--- config.mk ---
export PLATFORM = sky130hd
export DESIGN_NAME = blit_row_seq
export DESIGN_NICKNAME = d
export VERILOG_FILES = /design/src/rtl/blit_row_seq.sv
export SDC_FILE = /design/constraint.sdc
export NUM_CORES = 2
export LEC_CHECK = 0
export ABC_AREA = 1
export BUFFER_PORTS_ARGS = -buffer_cell sky130_fd_sc_hd__buf_2
export CORE_MARGIN = 2
export CORE_UTILIZATION = 28
export CTS_BUF_LIST = sky130_fd_sc_hd__clkbuf_16
export DETAILED_ROUTE_END_ITERATION = 10
export GPL_ROUTABILITY_DRIVEN = 0
export PLACE_DENSITY = 0.47
export SYNTH_ARGS = -nofsm -noshare
export SYNTH_HDL_FRONTEND = slang
export SYNTH_SLANG_ARGS = --single-unit
--- constraint.sdc ---
create_clock -name clk -period 9.7 [get_ports clk]
set_input_delay 2.425 -clock clk [delete_from_list [all_inputs] [get_ports clk]]
set_output_delay 2.425 -clock clk [all_outputs]
set_load 0.01 [all_outputs]
--- src/rtl/blit_row_seq.sv ---
module blit_row_seq #(
  parameter int AW      = 24,
  parameter int CW      = 16,
  parameter int BW      = 4,
  parameter int NIB_BPP = 4
) (
  input  logic          clk,
  input  logic          rst_n,
  input  logic          start,
  input  logic [AW-1:0] src_base,
  input  logic [CW-1:0] src_raster,
  input  logic [CW-1:0] src_height,
  input  logic [CW-1:0] src_wbits,
  input  logic [BW-1:0] src_bpp,
  input  logic [AW-1:0] dst_base,
  input  logic [CW-1:0] dst_raster,
  input  logic [CW-1:0] dst_height,
  input  logic [CW-1:0] dst_wbits,
  input  logic [BW-1:0] dst_bpp,
  input  logic [CW-1:0] src_x,
  input  logic [CW-1:0] src_y,
  input  logic [CW-1:0] dst_x,
  input  logic [CW-1:0] dst_y,
  input  logic [CW-1:0] xfer_w,
  input  logic [CW-1:0] xfer_h,
  input  logic [CW-1:0] resume_w,
  input  logic          irq_pending,
  output logic          cmd_valid,
  input  logic          cmd_ready,
  output logic [AW-1:0] cmd_src_addr,
  output logic [AW-1:0] cmd_dst_addr,
  output logic [1:0]    cmd_src_phase,
  output logic [1:0]    cmd_dst_phase,
  output logic          cmd_parity,
  output logic [CW-1:0] cmd_count,
  input  logic          line_done,
  input  logic          line_abort,
  input  logic [CW-1:0] line_left,
  output logic          busy,
  output logic          op_done,
  output logic          op_err,
  output logic          op_susp,
  output logic          op_fault,
  output logic [CW-1:0] rem_h_o,
  output logic [CW-1:0] rem_w_o
);

  localparam int CX = CW + 1;

  typedef enum logic [1:0] {S_IDLE, S_CHECK, S_ISSUE, S_WAIT} st_t;
  st_t st;

  logic [AW-1:0] sb_q, db_q;
  logic [CW-1:0] sr_q, sh_q, swb_q, dr_q, dh_q, dwb_q;
  logic [BW-1:0] sbpp_q, dbpp_q;
  logic [CW-1:0] sx_q, sy_q, dx_q, dy_q, w_q, r_q;
  logic [CW-1:0] rem_h, rem_w, off_q;

  function automatic logic rect_ok(input logic [CW-1:0] x, input logic [CW-1:0] y,
                                   input logic [CW-1:0] pw, input logic [CW-1:0] ht,
                                   input logic [CW-1:0] w, input logic [CW-1:0] h);
    logic [CX-1:0] xe, ye;
    xe = {1'b0, x} + {1'b0, w};
    ye = {1'b0, y} + {1'b0, h};
    return (x < pw) && (y < ht) && (xe <= {1'b0, pw}) && (ye <= {1'b0, ht});
  endfunction

  logic [CW-1:0] spw, dpw;
  logic          bpp_bad, size_bad, rect_bad, req_bad;

  assign spw      = swb_q >> 2;
  assign dpw      = dwb_q >> 2;
  assign bpp_bad  = (sbpp_q != BW'(NIB_BPP)) || (dbpp_q != BW'(NIB_BPP));
  assign size_bad = (r_q > w_q) || (w_q == '0);
  assign rect_bad = (rem_h != '0) &&
                    !(rect_ok(sx_q, sy_q, spw, sh_q, w_q, rem_h) &&
                      rect_ok(dx_q, dy_q, dpw, dh_q, w_q, rem_h));
  assign req_bad  = bpp_bad || size_bad || rect_bad;

  logic [CW-1:0] sxo, dxo, srow, drow, dyrow;

  assign sxo   = sx_q + off_q;
  assign dxo   = dx_q + off_q;
  assign srow  = sh_q - (sy_q + rem_h);
  assign drow  = dh_q - (dy_q + rem_h);
  assign dyrow = dy_q + rem_h - CW'(1);

  assign cmd_valid     = (st == S_ISSUE);
  assign cmd_src_addr  = sb_q + AW'(srow) * AW'(sr_q) + AW'(sxo >> 2);
  assign cmd_dst_addr  = db_q + AW'(drow) * AW'(dr_q) + AW'(dxo >> 2);
  assign cmd_src_phase = sxo[1:0];
  assign cmd_dst_phase = dxo[1:0];
  assign cmd_parity    = dyrow[0];
  assign cmd_count     = w_q - off_q;

  assign busy    = (st != S_IDLE);
  assign rem_h_o = rem_h;
  assign rem_w_o = rem_w;

  always_ff @(posedge clk or negedge rst_n) begin
    if (!rst_n) begin
      st       <= S_IDLE;
      sb_q     <= '0;
      db_q     <= '0;
      sr_q     <= '0;
      sh_q     <= '0;
      swb_q    <= '0;
      dr_q     <= '0;
      dh_q     <= '0;
      dwb_q    <= '0;
      sbpp_q   <= '0;
      dbpp_q   <= '0;
      sx_q     <= '0;
      sy_q     <= '0;
      dx_q     <= '0;
      dy_q     <= '0;
      w_q      <= '0;
      r_q      <= '0;
      rem_h    <= '0;
      rem_w    <= '0;
      off_q    <= '0;
      op_done  <= 1'b0;
      op_err   <= 1'b0;
      op_susp  <= 1'b0;
      op_fault <= 1'b0;
    end else begin
      unique case (st)
        S_IDLE: if (start) begin
          sb_q     <= src_base;
          db_q     <= dst_base;
          sr_q     <= src_raster;
          sh_q     <= src_height;
          swb_q    <= src_wbits;
          dr_q     <= dst_raster;
          dh_q     <= dst_height;
          dwb_q    <= dst_wbits;
          sbpp_q   <= src_bpp;
          dbpp_q   <= dst_bpp;
          sx_q     <= src_x;
          sy_q     <= src_y;
          dx_q     <= dst_x;
          dy_q     <= dst_y;
          w_q      <= xfer_w;
          r_q      <= resume_w;
          rem_h    <= xfer_h;
          rem_w    <= '0;
          op_done  <= 1'b0;
          op_err   <= 1'b0;
          op_susp  <= 1'b0;
          op_fault <= 1'b0;
          st       <= S_CHECK;
        end
        S_CHECK: begin
          if (req_bad) begin
            op_err <= 1'b1;
            st     <= S_IDLE;
          end else if (rem_h == '0) begin
            op_done <= 1'b1;
            st      <= S_IDLE;
          end else begin
            off_q <= (r_q != '0) ? (w_q - r_q) : '0;
            st    <= S_ISSUE;
          end
        end
        S_ISSUE: if (cmd_ready) st <= S_WAIT;
        S_WAIT: begin
          if (line_abort) begin
            rem_w    <= line_left;
            op_fault <= 1'b1;
            st       <= S_IDLE;
          end else if (line_done) begin
            rem_h <= rem_h - CW'(1);
            off_q <= '0;
            if (rem_h == CW'(1)) begin
              op_done <= 1'b1;
              st      <= S_IDLE;
            end else if (irq_pending) begin
              op_susp <= 1'b1;
              st      <= S_IDLE;
            end else begin
              st <= S_ISSUE;
            end
          end
        end
        default: st <= S_IDLE;
      endcase
    end
  end

  AST_HOLD_CMD: assert property (@(posedge clk) disable iff (!rst_n)
    cmd_valid && !cmd_ready |=> cmd_valid && $stable(cmd_src_addr) && $stable(cmd_dst_addr) && $stable(cmd_count));
  AST_ERR_QUIET: assert property (@(posedge clk) disable iff (!rst_n)
    op_err |-> !cmd_valid);
  AST_ONE_END: assert property (@(posedge clk) disable iff (!rst_n)
    $onehot0({op_done, op_err, op_susp, op_fault}));
  AST_IDLE_QUIET: assert property (@(posedge clk) disable iff (!rst_n)
    !busy |-> !cmd_valid);
  AST_SUSP_W0: assert property (@(posedge clk) disable iff (!rst_n)
    op_susp |-> rem_w_o == '0);
  AST_ROW_DEC: assert property (@(posedge clk) disable iff (!rst_n)
    (st == S_WAIT) && line_done && !line_abort |=> rem_h_o == $past(rem_h_o) - CW'(1));
  AST_COUNT_RANGE: assert property (@(posedge clk) disable iff (!rst_n)
    cmd_valid |-> (cmd_count != '0) && (cmd_count <= w_q));

endmodule

Word level (Yosys, flattened, before mapping)
Cells that the tools add are included.
{"block": "op_classes", "reduce_logical": 31, "mul": 2, "add_sub_neg": 18, "n_eq_ne": 19, "magnitude_cmp": 9, "muxes": 38}
{"operator": "16-bit 2-to-1 mux", "n": 10}
{"operator": "16-bit one-hot mux with 2 select lines", "n": 3}
{"operator": "16-bit by 16-bit adder with 17-bit output", "n": 4}
{"operator": "16-bit adder", "n": 4}
{"operator": "16-bit subtractor", "n": 4}
{"operator": "24-bit by 14-bit adder with 24-bit output", "n": 2}
{"operator": "24-bit adder", "n": 2}
{"operator": "16-bit by 16-bit multiplier with 24-bit output", "n": 2}
{"operator": "17-bit by 14-bit <= comparator with 1-bit output", "n": 2}
{"operator": "17-bit by 16-bit <= comparator with 1-bit output", "n": 2}
{"operator": "16-bit logical NOT", "n": 2}
{"operator": "16-bit by 14-bit less-than comparator with 1-bit output", "n": 2}
{"operator": "16-bit less-than comparator", "n": 2}
{"operator": "16-bit nonzero test", "n": 2}
{"operator": "2-bit inequality test (second input constant)", "n": 11}
{"operator": "16-bit by 1-bit equality test with 1-bit output (second input constant)", "n": 1}
{"operator": "16-bit greater-than comparator", "n": 1}
{"operator": "2-bit 2-to-1 mux", "n": 8}
{"operator": "16-bit by 1-bit subtractor with 16-bit output (second input constant)", "n": 1}
{"operator": "1-bit 2-to-1 mux", "n": 12}
{"operator": "3-bit AND reduction", "n": 3}
{"operator": "1-bit logical AND", "n": 8}
{"operator": "4-bit by 3-bit inequality test with 1-bit output (second input constant)", "n": 2}
{"operator": "2-bit one-hot mux with 4 select lines", "n": 1}
{"operator": "17 further kinds", "n": 26}
{"block": "totals", "elab_cells": 141, "reg_bits": 302}

Depth between registers and ports, before layout
{"block": "logic_depth", "depth_word": 10, "depth_mapped": 49}

Worst setup path after synthesis
No wires, ideal clock.
{"block": "synth_timing", "path_kind": "register to output", "start": "register rem_h[2] (netlist: rem_h_o[2])", "end": "output port cmd_dst_addr[22]", "stages_incl_launch_ff": 50, "n_path_buf": 0, "arrival_time_ns": 8.112, "required_time_ns": 7.275, "path_slack_ns": -0.837, "path_cell_list": "dfrtp_1 ha_1 a21oi_1 nand2_1 a21oi_1 o21ai_0 nand2_1 nand2_1 a21oi_1 nor2_1 o21ai_0 nand2_1 xnor2_1 inv_1 ha_1 nand2_1 inv_1 a21oi_1 (+14 left out) inv_1 fa_1 inv_1 ha_1 nand2_1 nor2_1 nand2_1 o211ai_1 a31oi_1 o21ai_0 nand2_1 nand2_1 nand2_1 nand2_1 a21oi_1 nor2_1 nor2_1 xnor2_1"}
{"block": "synth_via", "elab_chain_len": 5}
{"item": "start, declared", "line": "57", "text": "logic [CW-1:0] rem_h, rem_w, off_q;"}
{"item": "start signal, assigned", "line": "145", "text": "rem_h <= xfer_h;"}
{"item": "start signal, assigned", "line": "172", "text": "rem_h <= rem_h - CW'(1);"}
{"item": "16-bit adder"}
{"item": "16-bit subtractor", "line": "85", "text": "assign drow = dh_q - (dy_q + rem_h);"}
{"item": "16-bit by 16-bit multiplier with 24-bit output", "line": "90", "text": "assign cmd_dst_addr = db_q + AW'(drow) * AW'(dr_q) + AW'(dxo >> 2);"}
{"item": "24-bit adder", "line": "90"}
{"item": "24-bit by 14-bit adder with 24-bit output", "line": "90"}
{"item": "end, declared", "line": "31", "text": "output logic [AW-1:0] cmd_dst_addr,"}
No other way between the ends.

Final worst setup path
{"block": "layout_timing", "start": "register rem_h[2] (netlist: rem_h_o[2])", "end": "output port cmd_dst_addr[21]"}
The elaborated chain is that of the path after synthesis.

==> impl_metrics.yaml <==
worst_setup_path:
  endpoint: "cmd_dst_addr[21]"
  r2r_end: "off_q[11]"
  crit_type: "register to output port"
  reg2reg_depth: 46
  crit_path_start_kind: "register"
  path_buf_inv: 8
  crit_arrival_ps: 8840
  worstPathRequired_ps: 7280
  path_depth: 48
  critPathTopFamily: "adder cells"
  worst-r2r-setup-slack_ps: 3470
  slowest_delay_ps: 560
  critical_path_peak_fanout: 4
  crit_start: "rem_h_o[2]"
  critPathCaptureType: "output port"
  crit_path_frequent_cell: "nand2_2"
  cpMaxStageDelayCell: "fa_1"
  rr_startpoint: "rem_h_o[2]"
clock_network:
  ctsHoldBuffers: 0
  h-tree-depth: 2
  clk_latency_ps: 670
  cts_tree: "built"
  clock_sink_count: 298
  root_buffer: "clkbuf_16"
  numCtsBuffers: 46
  cts_buffer_depth: 3
  clkTransAtPathRegs_ps: 60
floorplan:
  die_area_sq_um: 138900
  die-width_um: 372.7
  start_util_pct: 28.16
  std_cell_rows: 135
  fp.coreArea_sq_um: 135100
  pin_count: 394
  die_y_um: 372.7
timing:
  worst_pin_slew_ps: 1156
  relSlewSlack_pct: 22.64
  period_share_pct: 116.1
  fin_ws_ps: -1561
  final_max_slew_viol_count: 0
  setup_violations: 27
  fin_crit_ps: 11260
  finClkSkew_ps: 70.81
  hold_slack_ps: 468.7
  fmax_ghz: 0.08880
  rsz0062_at_grt: "yes"
  hold_viol_final: 0
grt:
  antenna_found_initial: 17
  grt_remaining_overflow: 0
  track_usage_pct: 20.38
  grt_first_pass_wirelength_um: 214700
  grt_pass1_vias: 35600
  grt_max_degree: 157
status:
  violations: "negative setup slack"
  outcome: "finished, violations left"
synthesis:
  synth_common_cells: "1,247 x nand2_1, 1,005 x inv_1, 433 x ha_1"
  synth_top_cell_area_share_pct: 22.73
  yosysUniqueCellTypes: 58
  synthTopCellsByArea: "fa_1 23%, dfrtp_1 20%, ha_1 14%"
  synth-edff-count: 0
  yosysSeqAreaShare_pct: 19.60
  mappedNetlistArea_sq_um: 38050
  synth_top_family_by_area: "adder cells"
  synth_simple_gate_area_share_pct: 19.64
  synth_compound_area_share_pct: 8.756
  syn_inst: 4906
  synth_fp_nets: 6058
  synth_mux_area_share_pct: 0
  synth.most_common_cell: "nand2_1"
  synth-seq-cells: 298
  synthAdderAreaFrac_pct: 36.96
  synthArstFlopShare_pct: 100.0
  synth_xor_area_share_pct: 3.581
  synth_top_cell_by_area: "fa_1"
  syn_avg_cell_area_sq_um: 7.757
  yosys_warnings: 0
  synthFlopType: "dfrtp_1"
route:
  avgRoutedWirePerCell_um: 18.56
  drc: 0
  drt_wl_total_um: 142500
  drt_iter0_markers: 1840
  dr.pass1.iters: 5
  via_per_inst: 4.515
  vias: 34670
  ant_nets: 0
placement:
  port_buffers: 389
  dpl.hpwl_um: 118700
cells_and_area:
  syn2layout_area_growth_pct: 31.80
  fill_cells: 14230
  drive_gt1_share_pct: 25.41
  nets: 7012
flow_run:
  drv_cap: 0
min_path:
  hold_class: "register to register"
worst reg2reg max path: cells and delay by family (launching register included):
kind                     cells  cell delay [ps]
AND/OR/NAND/NOR             14             1650
AO/OA/AOI/OAI                5              600
buffers and inverters       24             2850
XOR/XNOR                     1              160
flip-flops                   1              420
adder cells (fa/ha/maj)      2              510
per-layer routing:
layer	GRT usage [%]	up-vias	share of wire (%)
li1	-	17030	-
met1	26.35	16730	44
met2	35.36	759	48
met3	2.834	161	4.7
met4	5.653	0	2.9
met5	0	-	0
through the flow:
step / instance area, sq um / util, % / setup TNS, ps / setup WS [ps] / std cells
floorplan: 38340 / - / -800.1 / -259.0 / 4906
global placement: 46260 / 34.23 / -15200 / -1294 / 7511
detailed placement: 46260 / 34.23 / -15600 / -1310 / 7511
CTS: 49360 / 36.53 / -26630 / -1643 / 7656
global route: 50150 / 37.11 / -33720 / -2052 / 7679
finish: 50150 / 37.12 / -22040 / -1561 / 7680
kinds of logic after synthesis:
| kind of cell | count (synthesis) |
|---|---|
| compound gates | 605 |
| simple gates | 1842 |
| fa+ha+maj | 865 |
| xor+xnor | 154 |
| flops | 298 |
| buf+inv | 1142 |
cell type report:
cell class / instances / area, sq um / area share (%)
well taps: 1781 / 2228 / 4.443
multi-input cells: 3466 / 27950 / 55.72
clock buffers: 46 / 1151 / 2.295
flip-flops and latches: 298 / 7465 / 14.88
repair buffers: 1024 / 7053 / 14.06
diodes: 3 / 7.507 / 0.01497
inverters: 1024 / 3882 / 7.741
clock inverters: 38 / 420.4 / 0.8382
worst min path at each step:
stage	from	slack, ps	to	cells after the start
floorplan	dbpp_q[2]	440	dbpp_q[2]	2
global placement	op_fault	450	op_fault	2
detailed placement	op_done	460	op_done	2
CTS	op_done	470	op_done	2
global route	dbpp_q[0]	490	dbpp_q[0]	2
finish	sbpp_q[2]	470	sbpp_q[2]	2
layout by cell type, fill, tap and decap left out, drive strengths merged, types with 3 or more instances in the layout:
| master | n |
|---|---|
| o21bai | 13 |
| nand3b | 8 |
| inv | 1025 |
| bufinv | 7 |
| a22o | 15 |
| xor2 | 94 |
| a22oi | 3 |
| nor4 | 10 |
| clkbuf | 46 |
| o31ai | 6 |
| nor3b | 3 |
| nand4 | 42 |
| a21boi | 8 |
| o2111ai | 5 |
| a21oi | 246 |
| or2 | 16 |
| nand3 | 133 |
| o221ai | 3 |
| a31oi | 6 |
| o21ai | 253 |
| ha | 433 |
| o21a | 6 |
| fa | 432 |
| nor2 | 326 |
| dfrtp | 298 |
| and3 | 3 |
| o211ai | 15 |
| clkinv | 29 |
| nand2 | 1260 |
| a211oi | 7 |
| nor3 | 38 |
| a21o | 9 |
| buf | 1024 |
| o22ai | 7 |
| xnor2 | 59 |
| diode | 3 |
registers in the layout, indices dropped and copies added, names as in the netlist, 2 cells and up:
signal	flops
rem_w_o	16
sr_q	16
sh_q	16
dr_q	16
off_q	16
sx_q	16
dbpp_q	4
rem_h_o	16
st	2
swb_q	14
sy_q	16
r_q	16
db_q	24
sb_q	24
dx_q	16
dh_q	16
dwb_q	14
sbpp_q	4
w_q	16
dy_q	16
repair_timing:
item,CTS,global route
buffers inserted,63,27
endpoints found under the hold margin,0,0
endpoints found under the setup margin,34,36
gates cloned,0,0
pin swaps,125,154
resized for setup,248,200
Power is not shown: default switching activity piles up to over one toggle a cycle in this logic, so the estimate is an artifact.
